[config.mk]
export PLATFORM = sky130hd
export DESIGN_NAME = spi_port
export DESIGN_NICKNAME = d
export VERILOG_FILES = /design/src/rtl/spi_port_pkg.sv /design/src/rtl/spi_sync.sv /design/src/rtl/spi_clkgen.sv /design/src/rtl/spi_shifter.sv /design/src/rtl/spi_port.sv
export SDC_FILE = /design/constraint.sdc
export NUM_CORES = 1
export LEC_CHECK = 0
export BUFFER_PORTS_ARGS = -buffer_cell sky130_fd_sc_hd__clkbuf_2
export CAP_MARGIN = 30
export CORE_MARGIN = 3
export CORE_UTILIZATION = 62
export CTS_CLUSTER_DIAMETER = 50
export DETAILED_ROUTE_END_ITERATION = 10
export PLACE_DENSITY = 0.84
export SLEW_MARGIN = 20
export SYNTH_ARGS = -nofsm -noshare
export SYNTH_HDL_FRONTEND = slang
export SYNTH_SLANG_ARGS = --single-unit
[constraint.sdc]
create_clock -name clk -period 4.42 [get_ports clk]
set_clock_uncertainty 0.1 [all_clocks]
set_input_delay 0.884 -clock clk [delete_from_list [all_inputs] [get_ports clk]]
set_output_delay 0.884 -clock clk [all_outputs]
set_load 0.01 [all_outputs]
[src/rtl/spi_port_pkg.sv]
package spi_port_pkg;
  localparam logic [1:0] ADDR_DATA = 2'd0;
  localparam logic [1:0] ADDR_CTRL = 2'd1;
  localparam logic [1:0] ADDR_STAT = 2'd2;

  localparam int CTRL_COLL = 7;
  localparam int CTRL_OVER = 6;
  localparam int CTRL_ON   = 5;
  localparam int CTRL_IDLE = 4;

  typedef enum logic [3:0] {
    MODE_M_DIV_A = 4'd0,
    MODE_M_DIV_B = 4'd1,
    MODE_M_DIV_C = 4'd2,
    MODE_M_TIMER = 4'd3,
    MODE_S_GATED = 4'd4,
    MODE_S_OPEN  = 4'd5
  } port_mode_e;
endpackage

[src/rtl/spi_sync.sv]
module spi_sync #(
  parameter int N      = 1,
  parameter int STAGES = 2
) (
  input  logic         clk,
  input  logic         rst_n,
  input  logic [N-1:0] d,
  output logic [N-1:0] q
);
  logic [N-1:0] stg [STAGES];

  always_ff @(posedge clk) begin
    if (!rst_n) stg[0] <= '0;
    else        stg[0] <= d;
  end

  for (genvar s = 1; s < STAGES; s++) begin : g_stage
    always_ff @(posedge clk) begin
      if (!rst_n) stg[s] <= '0;
      else        stg[s] <= stg[s-1];
    end
  end

  assign q = stg[STAGES-1];
endmodule

[src/rtl/spi_clkgen.sv]
module spi_clkgen #(
  parameter int DIV_A = 4,
  parameter int DIV_B = 16,
  parameter int DIV_C = 64
) (
  input  logic       clk,
  input  logic       rst_n,
  input  logic       run,
  input  logic [1:0] sel,
  input  logic       tmr_pulse,
  output logic       tick
);
  localparam int DMAX = (DIV_A > DIV_B) ? ((DIV_A > DIV_C) ? DIV_A : DIV_C)
                                        : ((DIV_B > DIV_C) ? DIV_B : DIV_C);
  localparam int HMAX = DMAX / 2;
  localparam int CW   = (HMAX > 1) ? $clog2(HMAX) : 1;

  logic [CW-1:0] cnt, lim;
  logic          use_tmr;

  always_comb begin
    case (sel)
      2'd0:    lim = CW'(DIV_A / 2 - 1);
      2'd1:    lim = CW'(DIV_B / 2 - 1);
      default: lim = CW'(DIV_C / 2 - 1);
    endcase
  end

  assign use_tmr = (sel == 2'd3);
  assign tick    = run && (use_tmr ? tmr_pulse : (cnt == lim));

  // Half-period counter, held at zero between transfers
  always_ff @(posedge clk) begin
    if (!rst_n)                                cnt <= '0;
    else if (!run || use_tmr || (cnt == lim))  cnt <= '0;
    else                                       cnt <= cnt + 1'b1;
  end

  // divider ticks are never back to back
  assert_tick_spacing_R4: assert property (@(posedge clk) disable iff (!rst_n)
    (run && !use_tmr && tick) |=> !tick);
endmodule

[src/rtl/spi_shifter.sv]
module spi_shifter #(
  parameter int W           = 8,
  parameter int SYNC_STAGES = 2
) (
  input  logic         clk,
  input  logic         rst_n,
  input  logic         active,
  input  logic         is_master,
  input  logic         cpol,
  input  logic         ss_used,
  input  logic         load,
  input  logic [W-1:0] load_data,
  input  logic         tick,
  input  logic         sclk_i,
  input  logic         sdi,
  input  logic         ss_n,
  output logic         busy,
  output logic         done,
  output logic [W-1:0] rx_data,
  output logic         sdo,
  output logic         sclk_o
);
  localparam int CW = (W > 1) ? $clog2(W) : 1;

  logic         sclk_s, sdi_s, ss_s, sclk_q, ss_q;
  logic         mlvl, samp, lead, trail, din, sel_ok, ss_rise;
  logic         s_edge, s_lead, s_trail, m_lead, m_trail;
  logic [W-1:0] shreg, shifted;
  logic [CW-1:0] bitcnt;

  spi_sync #(.N(3), .STAGES(SYNC_STAGES)) u_sync (
    .clk   (clk),
    .rst_n (rst_n),
    .d     ({sclk_i, sdi, ss_n}),
    .q     ({sclk_s, sdi_s, ss_s})
  );

  always_ff @(posedge clk) begin
    if (!rst_n) begin
      sclk_q <= 1'b0;
      ss_q   <= 1'b0;
    end else begin
      sclk_q <= sclk_s;
      ss_q   <= ss_s;
    end
  end

  always_comb begin
    s_edge  = sclk_s ^ sclk_q;
    s_lead  = s_edge && (sclk_s != cpol);
    s_trail = s_edge && (sclk_s == cpol);
    sel_ok  = !ss_used || !ss_s;
    ss_rise = ss_used && ss_s && !ss_q;
    m_lead  = busy && tick && (mlvl == cpol);
    m_trail = busy && tick && (mlvl != cpol);
    lead    = is_master ? m_lead  : (s_lead && sel_ok);
    trail   = is_master ? m_trail : (s_trail && sel_ok && busy);
    din     = is_master ? sdi : sdi_s;
    shifted = {shreg[W-2:0], samp};
  end

  always_ff @(posedge clk) begin
    if (!rst_n) begin
      busy    <= 1'b0;
      done    <= 1'b0;
      bitcnt  <= '0;
      shreg   <= '0;
      samp    <= 1'b0;
      mlvl    <= 1'b0;
      rx_data <= '0;
    end else if (!active) begin
      busy   <= 1'b0;
      done   <= 1'b0;
      bitcnt <= '0;
      shreg  <= '0;
      samp   <= 1'b0;
      mlvl   <= cpol;
    end else begin
      done <= 1'b0;
      if (!busy)                  mlvl <= cpol;
      else if (is_master && tick) mlvl <= ~mlvl;

      if (load) begin
        shreg <= load_data;
        if (is_master) begin
          busy   <= 1'b1;
          bitcnt <= '0;
        end
      end else if (!is_master && ss_rise) begin
        busy   <= 1'b0;
        bitcnt <= '0;
      end else if (lead) begin
        samp <= din;
        busy <= 1'b1;
      end else if (trail) begin
        shreg <= shifted;
        if (bitcnt == CW'(W - 1)) begin
          busy    <= 1'b0;
          done    <= 1'b1;
          rx_data <= shifted;
          bitcnt  <= '0;
        end else begin
          bitcnt <= bitcnt + 1'b1;
        end
      end
    end
  end

  assign sdo    = shreg[W-1];
  assign sclk_o = (is_master && active && busy) ? mlvl : cpol;

  // completion is a single-cycle pulse
  assert_done_single_R5: assert property (@(posedge clk) disable iff (!rst_n)
    done |=> !done);
  // a disabled port drops any transfer
  assert_off_clears_R9: assert property (@(posedge clk) disable iff (!rst_n)
    !active |=> (!busy && !done));
  // master clock moves only on divider ticks
  assert_sclk_steady_R4: assert property (@(posedge clk) disable iff (!rst_n)
    (active && is_master && busy && !tick) |=> ($stable(sclk_o) || !active));
endmodule

[src/rtl/spi_port.sv]
module spi_port
  import spi_port_pkg::*;
#(
  parameter int DW          = 8,
  parameter int DIV_A       = 4,
  parameter int DIV_B       = 16,
  parameter int DIV_C       = 64,
  parameter int SYNC_STAGES = 2
) (
  input  logic          clk,
  input  logic          rst_n,
  input  logic [1:0]    bus_addr,
  input  logic          bus_wr,
  input  logic          bus_rd,
  input  logic [DW-1:0] bus_wdata,
  output logic [DW-1:0] bus_rdata,
  input  logic          tmr_pulse,
  input  logic          sclk_i,
  output logic          sclk_o,
  input  logic          sdi,
  output logic          sdo,
  input  logic          ss_n,
  output logic          irq
);
  logic          coll_q, over_q, on_q, idle_q;
  logic [3:0]    mode_q;
  logic [DW-1:0] buf_q;
  logic          full_q;

  logic mode_ok, is_master, active, ss_used;
  logic wr_data, wr_ctrl, rd_buf, load, collide, full_live, over_set;
  logic busy, done, tick;
  logic [DW-1:0] rx_data;

  assign mode_ok   = (mode_q <= MODE_S_OPEN);
  assign is_master = (mode_q[3:2] == 2'b00);
  assign ss_used   = (mode_q == MODE_S_GATED);
  assign active    = on_q && mode_ok;

  assign wr_data   = bus_wr && (bus_addr == ADDR_DATA);
  assign wr_ctrl   = bus_wr && (bus_addr == ADDR_CTRL);
  assign rd_buf    = bus_rd && (bus_addr == ADDR_DATA);
  assign load      = wr_data && active && !busy;
  assign collide   = wr_data && active && busy;
  assign full_live = full_q && !rd_buf;
  assign over_set  = done && full_live;

  spi_clkgen #(.DIV_A(DIV_A), .DIV_B(DIV_B), .DIV_C(DIV_C)) u_clkgen (
    .clk       (clk),
    .rst_n     (rst_n),
    .run       (busy && is_master),
    .sel       (mode_q[1:0]),
    .tmr_pulse (tmr_pulse),
    .tick      (tick)
  );

  spi_shifter #(.W(DW), .SYNC_STAGES(SYNC_STAGES)) u_shifter (
    .clk       (clk),
    .rst_n     (rst_n),
    .active    (active),
    .is_master (is_master),
    .cpol      (idle_q),
    .ss_used   (ss_used),
    .load      (load),
    .load_data (bus_wdata),
    .tick      (tick),
    .sclk_i    (sclk_i),
    .sdi       (sdi),
    .ss_n      (ss_n),
    .busy      (busy),
    .done      (done),
    .rx_data   (rx_data),
    .sdo       (sdo),
    .sclk_o    (sclk_o)
  );

  // Control register with write-zero-to-clear fault flags
  always_ff @(posedge clk) begin
    if (!rst_n) begin
      coll_q <= 1'b0;
      over_q <= 1'b0;
      on_q   <= 1'b0;
      idle_q <= 1'b0;
      mode_q <= '0;
    end else begin
      if (wr_ctrl) begin
        on_q   <= bus_wdata[CTRL_ON];
        idle_q <= bus_wdata[CTRL_IDLE];
        mode_q <= bus_wdata[3:0];
      end
      coll_q <= collide  | (coll_q & ~(wr_ctrl & ~bus_wdata[CTRL_COLL]));
      over_q <= over_set | (over_q & ~(wr_ctrl & ~bus_wdata[CTRL_OVER]));
    end
  end

  // Receive buffer and its full flag
  always_ff @(posedge clk) begin
    if (!rst_n) begin
      buf_q  <= '0;
      full_q <= 1'b0;
    end else if (done && !full_live) begin
      buf_q  <= rx_data;
      full_q <= 1'b1;
    end else if (rd_buf) begin
      full_q <= 1'b0;
    end
  end

  always_comb begin
    case (bus_addr)
      ADDR_DATA: bus_rdata = buf_q;
      ADDR_CTRL: bus_rdata = DW'({coll_q, over_q, on_q, idle_q, mode_q});
      ADDR_STAT: bus_rdata = DW'(full_q);
      default:   bus_rdata = '0;
    endcase
  end

  assign irq = done;

  // collision flag rises only on a data write during a transfer
  assert_coll_cause_R8: assert property (@(posedge clk) disable iff (!rst_n)
    $rose(coll_q) |-> $past(wr_data && busy));
  // buffer full rises only on a completion
  assert_full_cause_R5: assert property (@(posedge clk) disable iff (!rst_n)
    $rose(full_q) |-> $past(done));
  // overflow rises only on a completion into a full buffer
  assert_over_cause_R7: assert property (@(posedge clk) disable iff (!rst_n)
    $rose(over_q) |-> $past(done && full_q && !rd_buf));
  // buffer contents survive an overflow
  assert_buf_hold_R7: assert property (@(posedge clk) disable iff (!rst_n)
    (done && full_q && !rd_buf) |=> $stable(buf_q));
endmodule

# == Yosys cells after proc, flatten, opt, wreduce, memory -nomap -nowiden ==
# Memory sizes are Yosys's and may differ from the RTL's.
# Index checks and enable logic that the tools add are counted.
# totals
wordCells,143
mem_bits_rw,6
reg_bits,47
output_inout_bits,11
mem_count,1
# mem_list
memory,depth,width,rd,rd_clocked_by_memory_dff,wr,line,source
u_shifter.u_sync.stg,2,3,2,0,2,spi_sync.sv:10,logic [N-1:0] stg [STAGES];
# op_classes
bitwise_logic,20
n_addsub,2
magnitude_cmp,1
n_mux,33
n_reduce_logical,53
n_eq_ne,16
# ops
cell,count
two-way mux 8 bit,4
logical AND 1 bit,26
two-way mux 3 bit,8
one-hot mux 8 bit (3 select lines),1
two-way mux 1 bit,19
AND reduction 3 bit,4
NOT 1 bit,11
one-hot mux 5 bit (2 select lines),1
zero test 1 bit,8
nonzero test 4 bit,2
zero test 2 bit,3
"inequality test 2 bit, second input constant",3
"inequality test 3 bit, second input constant",2
AND reduction 6 bit,1
OR reduction 6 bit,1
"adder 5 x 1 -> 5 bit, second input constant",1
== test 5 bit,1
AND 1 bit,4
"== test 2 x 1 -> 1 bit, second input constant",2
"== test 2 bit, second input constant",2
"== test 4 x 3 -> 1 bit, second input constant",1
"less-or-equal comparator 4 x 3 -> 1 bit, second input constant",1
OR 1 bit,4
nonzero test 2 bit,2
9 further kinds,13

# == Longest topological paths before layout ==
# Gate-level depths: netlist of the first run.
# logic_depth
word_depth,12
mapped_depth,8

# == Modules after synthesis ==
# Synthesis of the first run repeated with hierarchy kept, for this count alone.
# unflattened
cells_unflattened,277
area_unflattened_um2,2570.0
# by_module_without_submodules
mod,instances,cells_each,area_each_um2
spi_shifter,1,140,1271.2
spi_port,1,96,868.3
spi_clkgen,1,29,272.8
spi_sync,1,12,157.7

# == Worst setup path before layout of the first run ==
# No wires, ideal clock.
# synth_timing
path_kind,input to output
startpoint,input port bus_addr[0]
endpoint,output port bus_rdata[0]
n_path_buf,1
t_required_ps,3436
setup_slack_ps,1776
stages,3
t_arrival_ps,1660
cell_sequence,clkbuf_1 > mux2i_1 > o22ai_1
# synth_via
elab_chain_len,2
word_cells_on_any_way,4
classes_between,eq/ne (2); mux (1); reduce/logical (1)
# synth_lines
item,line,source
start: declaration,spi_port.sv:12,"input logic [1:0] bus_addr,"
"== test 2 bit, or another cell as far along",spi_port.sv:110,case (bus_addr)
one-hot mux 8 bit (3 select lines) (*),spi_port.sv:110,
end: declaration,spi_port.sv:16,"output logic [DW-1:0] bus_rdata,"
# Every way passes the cells marked *; elsewhere a longest branch is shown, timed or not.

# == Worst setup path in the final report of the first run ==
# layout_timing
startpoint,input port bus_addr[0]
endpoint,register u_shifter.shreg[0]
# layout_via
elab_chain_len,6
word_cells_on_any_way,9
classes_between,eq/ne (2); mux (1); reduce/logical (6)
# layout_lines
item,line,source
zero test 2 bit (*),spi_port.sv:40,assign wr_data = bus_wr && (bus_addr == ADDR_DATA);
logical AND 1 bit (*),spi_port.sv:40,
logical AND 1 bit (*) (2 in series),spi_port.sv:43,assign load = wr_data && active && !busy;
inequality test 2 bit (no source line) / nonzero test 2 bit (equally long branches),-,
AND reduction 3 bit (no source line),-,
end signal: assignment,spi_shifter.sv:84,shreg <= load_data;
end signal: assignment,spi_shifter.sv:96,shreg <= shifted;
end: declaration,spi_shifter.sv:28,"logic [W-1:0] shreg, shifted;"
# Marked as above.
# A chain may end at the register's enable or synchronous reset.

==> results summary, run 1 <==
On the critical path the largest part of the delay comes from simple AND/OR/NAND/NOR gates. The cell area that synthesis handed to floorplanning was about 2500 sq um. For this run, the total global-route usage over all layers was measured as a little over a fifth. Counting along the longest clock path gives a buffer depth of 2. The post-synth net total came out at 270. The final route contains roughly 1,800 vias.

Entering global routing, the biggest net connects 38 pins. The final instance count without filler cells is 318. The worst setup slack for register-to-register paths came out at about 2.2 ns. For this run, design rule violations remaining after detail routing come to 0. Of all nets on the critical path, the largest fanout is 16. The run finished with clean final reports. The number of register bits inferred by synthesis is 53.

Dividing the final minimum period by the clock period gives between 60% and 70%. The library cell contributing the largest single delay on the critical path is or3b_1. The pre-antenna-repair detailed-routing pass consisted of 4 iterations. The number of top-level design ports came out at 29. The number of H-tree branching levels came out at 2. The floorplan die area is 4777 sq um. The power density over the cells is 316.5 nW/um^2. The buffers plus inverters on the worst setup path is 1. The number of flops mapped to enable cells by yosys came out at 0. The floorplan die height is between 60 and 70 um.

The number of nets with antenna violations after routing came out at 0. The library cell used most frequently in the layout, excluding fill and tap cells, is dfxtp_1. The setup fix buffers added after clock tree synthesis came out at 0.

In this run, CTS created clock tree buffers numbering 5. In this design, the critical path's most frequently occurring cell is nor2_1. The first routing iteration left 144 violations. The final weighted congestion in routability-driven placement is between 0.7 and 0.8. The classification of the worst-slack hold path is register to register.

The worst setup path is of the primary input to register kind. The number of antenna violations at the first check in global routing came out at 0. The transition at the pin with the smallest max-transition slack is 0.6590 ns. The hold buffer count at cts is 0. After floorplanning, the core was divided into 22 placement rows.

Synthesis produced a netlist whose cell count is 249. The largest vdd supply drop came out at around 0.00033 V. Timing would allow up to 0.3737 GHz. Setup repair after global routing left no endpoint under its margin. The signed area change from the synthesized netlist to the final layout came out at 8.409%. The core region is about 3700 sq um. In this run the horizontal extent of the chip is 69.12 um.

The filler cell count in the final layout came out at 309. The leakage power is between 0.001 and 0.0015 uW. Setup violations remaining at the end of the flow were counted as 0. The max-slew violation count is 0. The worst setup path is launched from a primary input. Subtracting the final worst setup slack from the clock period gives around 2.7 ns. Walking the worst path, the cells encountered are clkbuf_2 > nor2_1 > nand2_1 > or3b_1 > nand3_4 > nor2_1 > a211oi_1. The tree is rooted in a clkbuf_8. Dividing the detail-routed wire length by the instance count gives roughly 16 um. The clock tree from TritonCTS is built. The number of diodes added for antenna fixing came out at 0. In the layout the commonest cells are 53 x dfxtp_1, 39 x mux2i_1, 28 x clkbuf_2. The worst setup timing slack at the placement stage came out at around 1.5 ns. After the last flow step, the layout net total stands at approximately 290.

The worst setup slack after layout is 1.744 ns. The post-cts gate resize count came out at 0. The number of clock sinks is 53. The share of synthesized area occupied by flip-flops and latches came out at a little over two fifths. Of the cells placed in the final design, the portion with a size suffix greater than 1 is between 10% and 20%. The wire length of the first global-routing pass is about 8000 um. The setup TNS is 0 ns. Across the run, the number of max-cap violations was 0. The total overflow reported by the global router is 0. The delay contributed by the slowest stage of the critical path is around 0.7 ns. The clock transition at the registers of the reported paths is 0.10 ns.

Among all flip-flop cells after synthesis, the most frequent one is dfxtp_1. The unique cell type count in the Yosys netlist came out at 51. The share of flip-flops with an asynchronous set or reset is 0%.

The port buffer count is 28. The average via count per standard cell came out at about 5.6. The number of global-route vias before repair is 1,692.

The yosys synthesis warning count came out at 0. The worst setup path is captured at a register. The clock latency of the later-clocked register in the worst-skew pair came out at 0.31 ns. Measured against its own limit, the worst slew margin works out to 56.07%. For the worst setup path, the data arrival time is around 2.8 ns. Once the floorplan was initialized, standard cells occupied 65.98% of the core. The hold violation total from the final report came out at 0. The sum of net half-perimeters after detailed placement came out at around 3600 um. Wires add up to 5037 um. The cell count after placement is 311. The post-synthesis average cell area came out at roughly 10 sq um. The data required time of the critical path is approximately 4.5 ns.
routing by layer:
| metal | GRT usage [%] | share of wire (%) | vias up |
|---|---|---|---|
| met4 | 6.074 | 1.3 | 0 |
| met1 | 30.63 | 50 | 829 |
| li1 | - | - | 910 |
| met3 | 5.685 | 5.2 | 6 |
| met5 | 0 | 0 | - |
| met2 | 31.67 | 43 | 51 |
synth_stat cells, types with 2 or more instances:
library cell / instances / share of area (%)
o21a_1: 2 / 0.61
dfxtp_1: 53 / 43
a21oi_1: 5 / 1.0
buf_6: 3 / 1.4
a21boi_0: 3 / 0.91
nor2_1: 23 / 3.5
nand2_1: 10 / 1.5
or3b_1: 2 / 0.71
nand4b_1: 2 / 0.71
mux2i_1: 39 / 16
xnor2_1: 3 / 1.1
ha_1: 3 / 1.5
a31oi_1: 4 / 1.0
and2_1: 10 / 2.5
o21ai_0: 3 / 0.61
nand3b_1: 3 / 0.91
nor2b_1: 22 / 5.6
clkbuf_1: 8 / 1.2
nor3b_1: 2 / 0.61
xor2_1: 2 / 0.71
and3_1: 2 / 0.51
a211oi_1: 8 / 2.4
nand3_1: 9 / 1.8
cells by family after synthesis:
family / Yosys count / synth area share (%)
fa+ha+maj: 3 / 1.520
mux: 40 / 16.26
compound gates: 35 / 10.18
flops: 53 / 42.96
simple gates: 98 / 23.25
buf+inv: 15 / 4.052
xor+xnor: 5 / 1.773
worst paths after layout:
path | depth (start not counted) | end | startpoint
min reg2reg | 1 | u_shifter.u_sync.stg[1][0]$_SDFF_PN0_ | u_shifter.u_sync.stg[0][0]$_SDFF_PN0_
max | 7 | u_shifter.shreg[0]$_SDFFE_PN0P_ | bus_addr[0]
max reg2reg | 6 | u_shifter.shreg[0]$_SDFFE_PN0P_ | mode_q[3]$_SDFFE_PN0P_
min | 1 | u_shifter.u_sync.stg[1][0]$_SDFF_PN0_ | u_shifter.u_sync.stg[0][0]$_SDFF_PN0_
power by group:
group          internal [uW]  leakage [uW]  switching [uW]
Combinational           19.4      0.000642            21.3
Clock                    165     0.0000540             154
Sequential               482      0.000429            5.72
Total                    666       0.00112             181
registers in the layout, indices dropped and copies added (netlist names), 3 cells and up:
register	cells
buf_q	8
mode_q	4
u_shifter.bitcnt	3
u_clkgen.cnt	5
u_shifter.u_sync.stg	6
u_shifter.shreg	8
u_shifter.rx_data	8
metrics by stage:
stage	util [%]	total power, uW	cell area, sq um	hold WS, ns
detailed placement	68.75	539.3	2574	0.3218
global route	71.52	869.9	2678	0.3504
global placement	68.75	538.3	2574	0.3141
CTS	71.52	849.8	2678	0.3430
finish	71.52	847.5	2678	0.3392
floorplan	-	524.5	2470	0.3119
final cells by class:
type	count	area (sq um)	share of cell area, %
well taps	48	60.06	2.243
clock buffers	5	68.82	2.570
inverters	1	3.754	0.1402
multi-input cells	181	1309	48.88
repair buffers	28	140.1	5.234
clock inverters	2	35.03	1.308
flip-flops and latches	53	1061	39.63
Power figures use the tool's default switching activity.
==> run 2: changes to the inputs <==
--- a/config.mk
+++ b/config.mk
@@ -8,10 +8,10 @@
 export BUFFER_PORTS_ARGS = -buffer_cell sky130_fd_sc_hd__clkbuf_2
 export CAP_MARGIN = 30
 export CORE_MARGIN = 3
-export CORE_UTILIZATION = 62
+export CORE_UTILIZATION = 57
 export CTS_CLUSTER_DIAMETER = 50
 export DETAILED_ROUTE_END_ITERATION = 10
-export PLACE_DENSITY = 0.84
+export PLACE_DENSITY = 0.78
 export SLEW_MARGIN = 20
 export SYNTH_ARGS = -nofsm -noshare
 export SYNTH_HDL_FRONTEND = slang
==> constraint.sdc (replaced) <==
create_clock -name clk -period 2.55 [get_ports clk]
set_clock_uncertainty 0.1 [all_clocks]
set_input_delay 0.51 -clock clk [delete_from_list [all_inputs] [get_ports clk]]
set_output_delay 0.51 -clock clk [all_outputs]
set_load 0.01 [all_outputs]
==> run 2 against run 1 <==
Against the previous run: core utilization shrank 5.1 points; hold slack worse by 0.031 ns; count of clock-buffer cells in the layout increased by 2; first-iteration DRC count shrank 0.69%; worst setup slack lost 1.4 ns; critical path depth decreased by 3; via count barely moved; sequential power rose by 73%; critical path type is now register to primary output.
==> results summary, run 2 (synthesized netlist as in run 1, its figures left out) <==
The clock transition at the registers of the reported paths is 0.09 ns (about the same). The category of the most critical setup path is register to primary output. The count of standard-cell rows was 23 (+4.5%). The length of the first detailed-routing pass in iterations came to 4 (unchanged). The post-cts gate resize count is 0 (unchanged). The routed length per placed instance came out at 15.18 um (-4.2%). The total length of routed wires came out at 4979 um (-1.2%).

The classification of the worst-slack hold path is primary input to register. The number of DRC markers after the initial detailed-route iteration came out at 143 (-0.69%). The data required time of the critical path is 1.94 ns (-2.59 ns). The library cells used most frequently in the layout, excluding fill and tap cells, are 53 x dfxtp_1, 39 x mux2i_1, 28 x clkbuf_2. The root buffer cell is clkbuf_8. The clock tree buffer depth is 2 (unchanged). TritonCTS built the clock tree. The maximum clock frequency is roughly 0.45 GHz. The total power consumption of the routed design came out at 1385 uW (+63%). The port buffer count came out at 28 (unchanged). The leakage power was 0.001141 uW (+1.5%).

The number of H-tree branching levels is 2 (unchanged). The relative slew slack is 60.97% (+4.9 points). Relative to the synthesized area, the layout overhead comes to 9.828%. The chip width is 71.83 um (+3.9%). The number of diodes added for antenna fixing came out at 0 (unchanged). The max-slew violation count is 0 (unchanged).

STA classifies the critical path startpoint as a register. The wire length of the first global-routing pass is 8404 um (+2.3%). The number of top-level design ports came to 29 (unchanged). The area of the core is 4086 sq um (+9.2%). The clock latency of the later-clocked register in the worst-skew pair came out at 0.30 ns (about the same).

The clock period minus final worst setup slack is around 2.2 ns. The largest vdd supply drop came out at 0.0003869 V (+18%). The setup fix buffers added after clock tree synthesis came out at 0 (unchanged). The total global routing track utilization is 20.80% (-0.59 points).

The number of failing setup endpoints in the final timing report came to 0 (unchanged). The power density over the cells is 510.5 nW/um^2 (+61%). The initial standard-cell utilization of the core came out at 60.44% (-5.5 points).

Leaving out fill and tap cells, the most frequent cell in the layout is dfxtp_1. The total overflow reported by the global router is 0 (unchanged). In the final layout, the registers with the most flip-flops are buf_q (8), u_shifter.rx_data (8), u_shifter.shreg (8). The number of nets with antenna violations after routing is 0 (unchanged). The worst setup slack after layout came to 0.3261 ns (-1.418 ns). The run finished with clean final reports. The setup TNS was 0 ns (unchanged).

The final weighted congestion in routability-driven placement is 0.7914 (+3.1%). The number of clock sinks came to 53 (unchanged). The hold buffer count at cts came out at 0 (unchanged). The filler cell count in the final layout is 348 (+13%). The max-capacitance violation count is 0 (unchanged).

The sum of net half-perimeters after detailed placement came out at 3516 um (-1.6%). The hold violation total from the final report is 0 (unchanged). The worst setup path is captured at a primary output. The remaining routing DRC violations came out at 0 (unchanged). Setup repair after global routing left no endpoint under its margin.

In the finished design, the share of the clock period the worst path needs comes to between 80 and 90%. The critical path data arrival time is 1.61 ns (-1.17 ns). The floorplan die area came out at 5159 sq um (+8.0%). The floorplan die height is 71.83 um (+3.9%).

The TritonCTS buffer count came out at 5 (unchanged). The pin count of the biggest net entering global routing is 26 (-32%). The proportion of layout cells with a drive suffix above 1 came out at 18.35% (+1.7 points). The average via count per standard cell came out at 5.479 (-3.0%). The number of nets in the finished design is 298 (+2.4%). The count of vias placed by the detailed router came out at 1,797 (+0.056%). The worst setup timing slack at the placement stage is 0.2193 ns (-1.315 ns). The transition at the pin with the smallest max-transition slack came out at 0.5854 ns (-0.07353 ns). The number of global-route vias before repair came out at 1,752 (+3.5%). The final design utilization is 66.38% (-5.1 points). The top fanout value on the critical path is 6 (-10). The number of antenna violations at the first check in global routing was 0 (unchanged).
-- run 2: cell types whose count changed in the layout (fill, tap and decap cells not counted) --
cell and delta:
bufinv_16 -1, clkinvlp_4 +1, clkbuf_1 +2, clkinv_2 -1
buf_4 +7
-- run 2: power breakdown --
part | internal [uW] | leakage, uW | switching, uW
sequential | 836 | 0.000429 | 9.11
combinational | 38.6 | 0.000674 | 38.9
clock | 195 | 0.0000385 | 268
total | 1070 | 0.00114 | 316
-- run 2: worst max-delay path, stage by stage (launching register included) --
cell and delay [ns]:
dfxtp_1 0.38, nand2b_4 0.17, nor3b_1 0.27, mux2_2 0.36
clkbuf_2 0.12
-- run 2: final cells by class --
class                   instances  area, sq um  share of cell area [%]
clock buffers                   7        76.32                   2.814
clock inverters                 1        7.507                  0.2768
inverters                       1        3.754                  0.1384
multi-input cells             181         1309                   48.25
flip-flops and latches         53         1061                   39.11
well taps                      50        62.56                   2.306
repair buffers                 35        192.7                   7.103
-- run 2: final timing paths --
kind | from | to | slack, ns | depth (start not counted)
max | mode_q[3]$_SDFFE_PN0P_ | sclk_o | 0.33 | 4
min | sclk_i | u_shifter.u_sync.stg[0][2]$_SDFF_PN0_ | 0.31 | 2
max reg2reg | mode_q[3]$_SDFFE_PN0P_ | u_shifter.shreg[5]$_SDFFE_PN0P_ | 0.36 | 6
min reg2reg | u_shifter.u_sync.stg[0][1]$_SDFF_PN0_ | u_shifter.u_sync.stg[1][1]$_SDFF_PN0_ | 0.34 | 1
-- run 2: per-stage QoR --
step                      hold WS, ns  cells  instance area, sq um
after floorplan                0.3119    249                  2470
after global placement         0.3138    320                  2629
after detailed placement       0.3185    320                  2629
after CTS                      0.3018    328                  2713
after global routing           0.3173    328                  2713
final                          0.3078    328                  2713
-- run 2: metal layers --
metal	share of wire, %	vias to the layer above	global-route usage, %	wire length, um
met3	4.0	9	4.488	201
met5	0	-	0	0
li1	-	928	-	-
met1	51	822	28.72	2541
met2	43	38	31.94	2146
met4	1.8	0	7.724	90
